[src/rtl/sram_bridge_pkg.sv]
package sram_bridge_pkg;

    typedef enum logic [2:0] {
        PH_IDLE  = 3'd0,
        PH_SETUP = 3'd1,
        PH_DATA  = 3'd2,
        PH_TURN  = 3'd3,
        PH_DONE  = 3'd4
    } phase_e;

    localparam logic [1:0] SZ_BYTE = 2'd0;
    localparam logic [1:0] SZ_HALF = 2'd1;
    localparam logic [1:0] SZ_WORD = 2'd2;

    localparam int N_PHASES = 3;

endpackage

[src/rtl/sram_len_clamp.sv]
module sram_len_clamp #(
    parameter int W = 4
) (
    input  logic [W-1:0] len_i,
    output logic [W-1:0] len_m1_o
);
    // a length of zero counts as a single cycle
    always_comb begin
        if (len_i == '0) len_m1_o = '0;
        else             len_m1_o = len_i - 1'b1;
    end
endmodule

[src/rtl/sram_lane_map.sv]
module sram_lane_map #(
    parameter int DW = 16
) (
    input  logic [1:0]      size_i,
    input  logic            byte_sel_i,
    input  logic            upper_i,
    input  logic [2*DW-1:0] wdata_i,
    input  logic [2*DW-1:0] rd_acc_i,
    input  logic [DW-1:0]   dq_in_i,
    output logic [1:0]      bl_n_o,
    output logic [DW-1:0]   dq_out_o,
    output logic [2*DW-1:0] rd_next_o
);
    localparam int BW = DW / 2;
    localparam int HDW = 2 * DW;

    logic [BW-1:0] rd_byte;

    always_comb begin
        if (size_i == sram_bridge_pkg::SZ_BYTE) begin
            bl_n_o   = byte_sel_i ? 2'b01 : 2'b10;
            dq_out_o = {wdata_i[BW-1:0], wdata_i[BW-1:0]};
        end else begin
            bl_n_o   = 2'b00;
            dq_out_o = (size_i[1] && upper_i) ? wdata_i[HDW-1:DW] : wdata_i[DW-1:0];
        end
    end

    assign rd_byte = byte_sel_i ? dq_in_i[DW-1:BW] : dq_in_i[BW-1:0];

    always_comb begin
        if (size_i[1]) begin
            rd_next_o = upper_i ? {dq_in_i, rd_acc_i[DW-1:0]}
                                : {rd_acc_i[HDW-1:DW], dq_in_i};
        end else if (size_i[0]) begin
            rd_next_o = {{DW{1'b0}}, dq_in_i};
        end else begin
            rd_next_o = {{(HDW-BW){1'b0}}, rd_byte};
        end
    end
endmodule

[src/rtl/sram_bridge.sv]
module sram_bridge
    import sram_bridge_pkg::*;
#(
    parameter int ADDR_W = 22,
    parameter int DW     = 16,
    parameter int PH_W   = 4
) (
    input  logic                clk,
    input  logic                rst_n,
    input  logic                cfg_bank_en,
    input  logic                cfg_wr_en,
    input  logic [PH_W-1:0]     cfg_setup_len,
    input  logic [PH_W-1:0]     cfg_data_len,
    input  logic [PH_W-1:0]     cfg_turn_len,
    input  logic                req_valid,
    output logic                req_ready,
    input  logic                req_write,
    input  logic [1:0]          req_size,
    input  logic [ADDR_W-1:0]   req_addr,
    input  logic [2*DW-1:0]     req_wdata,
    output logic                rsp_done,
    output logic                rsp_err,
    output logic [2*DW-1:0]     rsp_rdata,
    output logic                mem_ce_n,
    output logic                mem_oe_n,
    output logic                mem_we_n,
    output logic [1:0]          mem_bl_n,
    output logic [ADDR_W-2:0]   mem_addr,
    output logic [DW-1:0]       mem_dq_out,
    input  logic [DW-1:0]       mem_dq_in,
    output logic                mem_dq_oe
);
    localparam int MEM_AW = ADDR_W - 1;
    localparam int HDW    = 2 * DW;

    typedef struct packed {
        phase_e              ph;
        logic [PH_W-1:0]     cnt;
        logic                upper;
        logic                write;
        logic [1:0]          size;
        logic                byte_sel;
        logic [MEM_AW-1:0]   haddr;
        logic [HDW-1:0]      wdata;
        logic [HDW-1:0]      rdata;
        logic                err;
        logic [PH_W-1:0]     s_m1;
        logic [PH_W-1:0]     d_m1;
        logic [PH_W-1:0]     t_m1;
    } state_t;

    state_t st_d, st_q;

    logic [PH_W-1:0] len_raw [N_PHASES];
    logic [PH_W-1:0] len_m1  [N_PHASES];

    assign len_raw[0] = cfg_setup_len;
    assign len_raw[1] = cfg_data_len;
    assign len_raw[2] = cfg_turn_len;

    for (genvar g = 0; g < N_PHASES; g++) begin : g_len
        sram_len_clamp #(.W(PH_W)) clamp_i (
            .len_i    (len_raw[g]),
            .len_m1_o (len_m1[g])
        );
    end

    logic [1:0]     lane_bl_n;
    logic [DW-1:0]  lane_dq;
    logic [HDW-1:0] rd_next;

    sram_lane_map #(.DW(DW)) lane_i (
        .size_i     (st_q.size),
        .byte_sel_i (st_q.byte_sel),
        .upper_i    (st_q.upper),
        .wdata_i    (st_q.wdata),
        .rd_acc_i   (st_q.rdata),
        .dq_in_i    (mem_dq_in),
        .bl_n_o     (lane_bl_n),
        .dq_out_o   (lane_dq),
        .rd_next_o  (rd_next)
    );

    logic refuse;
    assign refuse = !cfg_bank_en || (req_write && !cfg_wr_en);

    always_comb begin
        st_d = st_q;
        case (st_q.ph)
            PH_IDLE: begin
                if (req_valid) begin
                    st_d.write    = req_write;
                    st_d.size     = req_size;
                    st_d.byte_sel = req_addr[0];
                    st_d.haddr    = req_addr[ADDR_W-1:1];
                    st_d.wdata    = req_wdata;
                    st_d.rdata    = '0;
                    st_d.upper    = 1'b0;
                    st_d.s_m1     = len_m1[0];
                    st_d.d_m1     = len_m1[1];
                    st_d.t_m1     = len_m1[2];
                    st_d.err      = refuse;
                    if (refuse) begin
                        st_d.ph = PH_DONE;
                    end else begin
                        st_d.ph  = PH_SETUP;
                        st_d.cnt = len_m1[0];
                    end
                end
            end
            PH_SETUP: begin
                if (st_q.cnt == '0) begin
                    st_d.ph  = PH_DATA;
                    st_d.cnt = st_q.d_m1;
                end else begin
                    st_d.cnt = st_q.cnt - 1'b1;
                end
            end
            PH_DATA: begin
                if (st_q.cnt == '0) begin
                    if (!st_q.write) st_d.rdata = rd_next;
                    st_d.ph  = PH_TURN;
                    st_d.cnt = st_q.t_m1;
                end else begin
                    st_d.cnt = st_q.cnt - 1'b1;
                end
            end
            PH_TURN: begin
                if (st_q.cnt == '0) begin
                    if (st_q.size[1] && !st_q.upper) begin
                        st_d.upper = 1'b1;
                        st_d.haddr = st_q.haddr + 1'b1;
                        st_d.ph    = PH_SETUP;
                        st_d.cnt   = st_q.s_m1;
                    end else begin
                        st_d.ph = PH_DONE;
                    end
                end else begin
                    st_d.cnt = st_q.cnt - 1'b1;
                end
            end
            PH_DONE: st_d.ph = PH_IDLE;
            default: st_d.ph = PH_IDLE;
        endcase
    end

    always_ff @(posedge clk) begin
        if (!rst_n) st_q <= '0;
        else        st_q <= st_d;
    end

    logic in_access, in_data;
    assign in_access = (st_q.ph == PH_SETUP) || (st_q.ph == PH_DATA);
    assign in_data   = (st_q.ph == PH_DATA);

    assign req_ready  = (st_q.ph == PH_IDLE);
    assign rsp_done   = (st_q.ph == PH_DONE);
    assign rsp_err    = (st_q.ph == PH_DONE) && st_q.err;
    assign rsp_rdata  = st_q.rdata;
    assign mem_ce_n   = !in_access;
    assign mem_oe_n   = !(in_data && !st_q.write);
    assign mem_we_n   = !(in_data && st_q.write);
    assign mem_bl_n   = !in_access ? 2'b11 : (st_q.write ? lane_bl_n : 2'b00);
    assign mem_addr   = st_q.haddr;
    assign mem_dq_out = lane_dq;
    assign mem_dq_oe  = in_data && st_q.write;

endmodule

[config.mk]
export PLATFORM = sky130hd
export DESIGN_NAME = sram_bridge
export DESIGN_NICKNAME = d
export VERILOG_FILES = /design/src/rtl/sram_bridge_pkg.sv /design/src/rtl/sram_len_clamp.sv /design/src/rtl/sram_lane_map.sv /design/src/rtl/sram_bridge.sv
export SDC_FILE = /design/constraint.sdc
export NUM_CORES = 1
export LEC_CHECK = 0
export ABC_AREA = 1
export BUFFER_PORTS_ARGS = -buffer_cell sky130_fd_sc_hd__buf_2
export CORE_MARGIN = 2
export CORE_UTILIZATION = 55
export DETAILED_ROUTE_END_ITERATION = 12
export PLACE_DENSITY = 0.91
export RECOVER_POWER = 100
export SYNTH_ARGS = -nofsm -noshare
export SYNTH_HDL_FRONTEND = slang
export SYNTH_HIERARCHICAL = 1
export SYNTH_SLANG_ARGS = --single-unit
[constraint.sdc]
create_clock -name clk -period 1.8 [get_ports clk]
set_clock_uncertainty 0.2 [all_clocks]
set_input_delay 0.27 -clock clk [delete_from_list [all_inputs] [get_ports clk]]
set_output_delay 0.27 -clock clk [all_outputs]
set_load 0.01 [all_outputs]
-- Word-level counts from Yosys, hierarchy flattened
Cells that the tools add are included.
- register bits: 110
- word-level logic and storage cells: 97
- bits of input ports: 90
- output and inout bits: 78
- reductions and logical operators: 30
- $add $sub $neg: 5
- equal/unequal tests: 14
- multiplexer cells: 34
- operator list (cell ; number):
    two-way mux 32 bit ; 4
    two-way mux 110 bit ; 1
    case mux 32 bit (2 select lines) ; 1
    two-way mux 16 bit ; 3
    two-way mux 21 bit ; 2
    case mux 21 bit (2 select lines) ; 1
    two-way mux 4 bit ; 7
    adder 21 x 1 -> 21 bit (second input constant) ; 1
    logical NOT 4 bit ; 4
    case mux 4 bit (4 select lines) ; 1
    subtractor 4 x 1 -> 4 bit (second input constant) ; 4
    two-way mux 3 bit ; 5
    != test 2 bit (second input constant) ; 6
    case mux 3 bit (4 select lines) ; 1
    AND reduction 4 bit ; 3
    AND reduction 5 bit ; 2
    != test 3 bit (second input constant) ; 3
    two-way mux 2 bit ; 4
    two-way mux 8 bit ; 1
    logical NOT 1 bit ; 7
    equality test 3 x 2 -> 1 bit (second input constant) ; 2
    logical AND 1 bit ; 6
    two-way mux 5 bit ; 1
    nonzero test 2 bit ; 2
    10 further kinds ; 11

-- Depth between registers and ports, before layout
Gate-level depths: netlist (run 1).
- depth in word-level cells: 6
- mapped depth: 11

-- Cells and area by module
Netlist (run 1), hierarchy kept.
- modules (own cells, without submodules) (module ; area each (µm²) ; cells an instance ; times used):
    sram_bridge ; 5899.4 ; 794 ; 1
    sram_lane_map ; 1094.8 ; 231 ; 1
    sram_len_clamp ; 60.1 ; 15 ; 3

-- Worst setup path after synthesis (run 1)
Ideal clock, no wire load.
- kind: register to register
- start: register st_q[103] (netlist name)
- end: register st_q[103] (netlist name)
- clock period less this slack: 1.697 ns
- setup slack: 0.103 ns
- arrival: 1.439 ns
- data required time: 1.542 ns
- cell stages (with the launch flop): 10
- setup time: 0.058 ns
- buffers on the path: 1
- cells stage by stage: dfxtp_1 inv_1 ha_1 nand3_2 buf_2 inv_2 nand2_1 nand3_1 a21oi_1 o21a_1
- word-level cells in the longest chain between the ends: 3
- elaborated cells between the ends (all ways): 8
- those cells by class: add/sub: 1; eq/ne: 1; mux: 4; reduce/logical: 2
- ends and longest elaborated chain (what ; RTL line ; RTL):
    start: declaration ; sram_bridge.sv:52 ; state_t st_d, st_q;
    start signal: assignment ; sram_bridge.sv:149 ; else st_q <= st_d;
    subtractor 4 x 1 -> 4 bit / logical NOT 4 bit (equally long branches) ; - ;
    two-way mux 4 bit (tied with other cells) ; sram_bridge.sv:129 ; if (st_q.cnt == '0) begin
    case mux 4 bit (4 select lines) / AND reduction 4 bit (equally long branches) ; - ;
Several ways; a longest one is shown, not always the timed one.
A chain may end at the register's enable or synchronous reset.

-- Final worst setup path (run 1)
- start: register st_q[100] (netlist name)
- end: output mem_bl_n[1]
- word-level cells in the longest chain between the ends: 4
- ends and longest elaborated chain (what ; RTL line ; RTL):
    logical NOT 2 bit ; sram_lane_map.sv:20 ; if (size_i == sram_bridge_pkg::SZ_BYTE) begin
    two-way mux 2 bit ; sram_lane_map.sv:20 ;
    via lane_bl_n[1] ; sram_bridge.sv:68 ; logic [1:0] lane_bl_n;
    two-way mux 2 bit (2 in series) ; sram_bridge.sv:163 ; assign mem_bl_n = !in_access ? 2'b11 : (st_q.write ? lane_bl_n : 2'b00);
    end: declaration ; sram_bridge.sv:27 ; output logic [1:0] mem_bl_n,
The timed path passes the listed nets, and every way through them passes these cells.

==> results.tsv, run 1 <==
metric	value	unit
status	finished, violations left	
violations	setup timing	
drive_gt1_share	26.3	%
worst_pin_slew	0.333	ns
path_clk_slew	0.07	ns
antenna_left	0	
grt_pass1_vias	7143	
dp.cells	1346	
period_share	104	%
root_buffer	clkbuf_16	
hold_path_class	in -> reg	
yosysWarningCount	6	
vias	7627	
cpPeakStageDelay	0.37	ns
crit_fanout	9	
pwr-share-seq	30.1	%
syn-instance-count	1070	
final_nets	1328	
drc	0	
path_cells	buf_12 > nor2_8 > inv_4 > nor2_2 > nand2_1 > nand2_1 > buf_2	
viasPerCell	5.40	
die_area	14000	sq um
wl_per_cell	15.2	um
grt_antenna_before_repair	2	
place.detailed.hpwl	13.4	mm
hold-worst-slack	0.0398	ns
clk_path_buf_depth	2	
place_area	7910	sq um
drv_slew	0	
wirelength	21.5	mm
fin_util	70.0	%
power_frac_clock	17.2	%
die_w	118	um
synth_area_leader_cell	dfxtp_1	
synth-edff-count	0	
start_util	56.6	%
setup_ws	-0.0693	ns
cts_tree	built	
yosysTopAreaCellShare	30.7	%
syn2layout_area_growth	23.7	%
min_period	1.87	ns
drt_iter0_drc	774	
synth_nets	1163	
ff_latch_area	2220	sq um
crit_path_end_kind	primary output	
path_buf_inv	3	
io_buffers	167	
worstPathArrival	1.40	ns
io_pins	168	
synth_ff_type	dfxtp_1	
synth.distinct_cells	41	
ys_seq_elements	110	
final_cell_area	8870	sq um
critical_path_class	reg -> out	
synth-seq-area-share	30.7	%
fin_cells	1413	
grt_remaining_overflow	0	
vdd_ir_drop_max	1.14	mV
fillerInstances	1036	
row_count	41	
fp.coreArea	12700	sq um
synth_area	7170	sq um
die_h	118	um
rsz0062_at_grt	yes	
crit_top_cell	nand2_1	
grt_usage	28.7	%
powerDensity	1370	nW/um^2
clock-sinks	110	
place.gp.congestion	0.980	
worst_skew_pair.late_latency	0.36	ns
synthTopCellsByArea	dfxtp_1 31%, nand2_1 13%, nor2_1 8.6%	
cts_htree_levels	3	
place_ws	0.00527	ns
setup-tns-final	-0.402	ns
synth_area_per_cell	6.71	sq um
cp.required	1.33	ns
slew_headroom	77.8	%
multi_input_area	3980	sq um
synth_common_cells	254 x nand2_1, 165 x nor2_1, 110 x dfxtp_1, 91 x o21ai_0, 74 x inv_1	
grt_max_degree	50	
cp-start-kind	flip-flop	
synth_most_common_cell	nand2_1	
fmax	535	MHz
finalSetupViolCount	11	
p_comb_share	52.7	%
swShare	44.4	%
drtPass1Iterations	7	
grt_pass1_wl	33.1	mm
synthArstFlopShare	0	%
cts_buffers	9	
internal_power	6.75	mW
crit_slowest_cell	dfxtp_4	
total_leakage_power	4.09	nW
critPathTopFamily	flip-flops	
power.net_switching	5.38	mW
p_total	12.1	mW
drv_cap	0	
final_hold_viol_count	0	
cell usage in the layout (no fill, tap or decap), drive strengths merged:
cell	n
xnor2	3
clkbuf	72
o21ai	105
o211ai	6
inv	88
clkinv	2
o21a	2
nand3b	1
nor4	1
dfxtp	110
nand4	5
o21bai	2
ha	3
xor2	3
and3	1
clkinvlp	2
o211a	1
bufinv	1
nor2	175
buf	162
dlygate4sd3	37
diode	1
nand3	58
a31oi	2
a21oi	96
nand2	302
repair_timing:
action	in CTS	in global routing
pin swaps	5	6
buffers inserted	6	6
hold buffers	37	0
gates cloned	0	3
endpoints found under the hold margin	36	0
endpoints found under the setup margin	23	70
gates resized for setup	32	49
path summary, 6_finish.rpt:
kind / start / endpoint / slack [ns] / depth (start not counted)
min: cfg_data_len[0] / st_q[4] / 0.04 / 4
max reg2reg: st_q[109] / st_q[65] / -0.03 / 7
max: st_q[100] / mem_bl_n[1] / -0.07 / 7
min reg2reg: st_q[10] / st_q[10] / 0.25 / 2
cell families (layout without fill, tap and decap cells):
group | count (synthesis) | in the layout | share of synthesized area, %
xor+xnor | 6 | 6 | 0.733
flops | 110 | 110 | 30.7
fa+ha+maj | 3 | 3 | 0.523
compound gates | 214 | 214 | 17.4
other cells | 0 | 1 | 0
buf+inv | 194 | 364 | 15.1
simple gates | 543 | 543 | 35.5
cell type report:
class | count | share of cell area [%]
antenna | 1 | 0.0282
timing repair buffer | 260 | 20.2
clock inverter | 5 | 0.719
clock buffer | 11 | 2.74
tap | 172 | 2.42
inverter | 88 | 4.07
sequential | 110 | 25.0
multi-input combinational | 766 | 44.8
tightest hold or removal path, stage by stage:
cell and delay, ns:
buf_2 0.10, nor2_1 0.05, nor2_1 0.09, nor2_1 0.05
sequential cells by signal, summed over array words and instances, names as in the netlist:
| signal | cells |
|---|---|
| mem_addr | 21 |
| rsp_rdata | 32 |
| st_q | 57 |
power by group through the flow:
stage	Clock (mW)	Sequential [mW]	Combinational (mW)
finish	2.08	3.66	6.39
global route	2.22	3.70	6.94
CTS	2.10	3.56	5.75
detailed placement	0	3.59	5.49
global placement	0	3.57	5.41
floorplan	0	3.45	4.35
per-layer routing:
metal	global-route usage, %	part of all wire, %	wire [um]
met2	50.5	50	10700
met5	0.735	0	0
met1	33.2	39	8460
met4	12.8	3.4	732
met3	6.23	7.6	1640
Power figures use the tool's default switching activity.
==> inputs of run 2 (changes only) <==
--- a/config.mk
+++ b/config.mk
@@ -8,9 +8,10 @@
 export ABC_AREA = 1
 export BUFFER_PORTS_ARGS = -buffer_cell sky130_fd_sc_hd__buf_2
 export CORE_MARGIN = 2
-export CORE_UTILIZATION = 55
+export CORE_UTILIZATION = 52
 export DETAILED_ROUTE_END_ITERATION = 12
-export PLACE_DENSITY = 0.91
+export GPL_TIMING_DRIVEN = 0
+export PLACE_DENSITY = 0.88
 export RECOVER_POWER = 100
 export SYNTH_ARGS = -nofsm -noshare
 export SYNTH_HDL_FRONTEND = slang
==> run 2 against run 1 <==
- the run still ends with setup timing left
- clock-buffer cell count up 1
- hold slack worse by 0.016 ns
- cell count up 5.7%
- register-to-register slack about the same
- clock power down 6%
- via count up 5.2%
- die area up 5.6%
- first-iteration DRC count down 12%
- non-clock buffer count up 79
==> results.tsv, run 2 (synthesized netlist as in run 1, its figures left out) <==
metric	value	unit
crit_slowest_cell	dfxtp_2	
antenna_left	0	
r2r_slack	-0.04	ns
largest_reg_flops	57	
top_register	st_q	
vdd_ir_drop_max	0.867	mV
grt_pass1_vias	7360	
clk_path_buf_depth	2	
holdPathEnd	st_q[101]	
worstPathArrival	1.43	ns
drc	0	
die_area	14800	sq um
wl_per_cell	15.7	um
root_buffer	clkbuf_16	
grt_remaining_overflow	0	
clock-sinks	110	
violations	setup timing	
fillerInstances	998	
worst_skew_pair.late_latency	0.36	ns
drt_iter0_drc	682	
setup-tns-final	-1.49	ns
crit_fanout	4	
grt_pass1_wl	34.9	mm
grt_max_degree	17	
cpPeakStageDelay	0.35	ns
period_share	106	%
r2r-end	rsp_rdata[12]	
num_antenna_cells	0	
vias	8024	
layout_commonest_cell	nand2_1	
place.gp.congestion	0.947	
drv_cap	0	
hold_path_class	in -> reg	
whs_path_depth	3	
final_cell_mix	225 x nand2_1, 157 x nor2_1, 157 x buf_2, 104 x dfxtp_1, 91 x o21ai_0	
row_count	42	
dp.cells	1412	
drtPass1Iterations	5	
cts_buffers	9	
p_comb_share	56.3	%
syn2layout_area_growth	33.8	%
setup_ws	-0.103	ns
r2r-start	st_q[108]	
rsz0062_at_grt	yes	
start_util	53.7	%
crit_path_end_kind	primary output	
critical_path_class	reg -> out	
worst_r2r_path_depth	10	
status	finished, violations left	
min_period	1.90	ns
slew_headroom	43.7	%
wirelength	23.5	mm
path_clk_slew	0.07	ns
viasPerCell	5.37	
final_nets	1407	
die_h	121	um
cp.required	1.33	ns
power_frac_clock	15.3	%
fmax	526	MHz
power.net_switching	5.71	mW
grt_usage	29.6	%
swShare	44.5	%
cts_htree_levels	3	
fp.coreArea	13300	sq um
io_pins	168	
powerDensity	1340	nW/um^2
cts_tree	built	
min_from	req_write	
final_hold_viol_count	0	
path_cells	buf_8 > nand2_8 > inv_8 > buf_6 > nand2_2 > nand3_1 > nand2_1 > buf_2	
total_leakage_power	4.65	nW
io_buffers	166	
drv_slew	0	
internal_power	7.11	mW
die_w	121	um
grt_antenna_before_repair	0	
cp-start-kind	flip-flop	
finalSetupViolCount	29	
place.detailed.hpwl	15.2	mm
pwr-share-seq	28.4	%
worst_pin_slew	0.844	ns
drive_gt1_share	35.6	%
fin_cells	1494	
## run 2: cell count changes in the layout (fill, tap and decap cells not counted), sizes merged
cell / delta
buf: +62
bufinv: -1
clkbuf: +20
clkinv: +1
clkinvlp: -2
diode: -1
dlygate4sd3: -2
## run 2: layer usage
metal	up-vias	wire length, um	global-route usage, %	part of all wire, %
met5	-	0	0	0
met4	0	999	13.8	4.3
met3	92	1950	4.51	8.3
met2	456	11500	51.4	49
met1	3625	9010	35.9	38
li1	3851	-	-	-
## run 2: area by class of cell
cell class / count / area (sq um) / area share [%]
multi-input combinational: 766 / 4120 / 42.9
tap: 176 / 220 / 2.29
sequential: 110 / 2220 / 23.1
clock inverter: 3 / 18.8 / 0.195
buffer: 106 / 828 / 8.63
clock buffer: 12 / 256 / 2.67
timing repair buffer: 233 / 1580 / 16.4
inverter: 88 / 363 / 3.78
## run 2: timing repair
action                                  in CTS  in global routing
endpoints found under the setup margin      57                 96
buffers inserted                            16                 10
hold endpoints to repair                    35                  0
pin swaps                                   14                 18
cloned                                       0                  6
hold buffers                                35                  0
resized for setup                           66                 82
## run 2: worst max-delay path by stage
stage	cells past startpoint	start	slack [ns]	to
after detailed placement	10	mem_addr[0]	-0.22	mem_addr[10]
after global placement	10	mem_addr[0]	-0.23	mem_addr[10]
after global routing	8	st_q[100]	-0.15	mem_dq_out[9]
after CTS	6	st_q[100]	-0.08	mem_bl_n[0]
final	8	st_q[100]	-0.10	mem_dq_out[9]
after floorplan	9	st_q[103]	0.10	st_q[103]
## run 2: power groups by stage
| stage | sequential [mW] | clock (mW) | combinational, mW |
|---|---|---|---|
| global route | 3.70 | 2.05 | 7.73 |
| detailed placement | 3.61 | 0 | 5.67 |
| CTS | 3.60 | 1.96 | 6.13 |
| floorplan | 3.45 | 0 | 4.35 |
| global placement | 3.59 | 0 | 5.59 |
| finish | 3.65 | 1.96 | 7.22 |
## run 2: stage by stage
step / utilization [%] / worst slack [ns] / hold WS [ns] / instance area, sq um / power (mW)
2_1_floorplan: - / 0.103 / 0.205 / 7170 / 7.80
3_3_place_gp: 61.6 / -0.232 / 0.237 / 8230 / 9.18
3_5_place_dp: 61.6 / -0.221 / 0.249 / 8230 / 9.27
4_1_cts: 68.7 / -0.0815 / 0.0221 / 9180 / 11.7
5_1_grt: 71.9 / -0.155 / 0.0532 / 9600 / 13.5
6_report: 71.9 / -0.103 / 0.0241 / 9600 / 12.8
## run 2: critical path, delay by kind of cell (launching register included)
family | cells | cell delay [ns]
flops | 1 | 0.35
buf+inv | 4 | 0.47
simple gates | 4 | 0.25
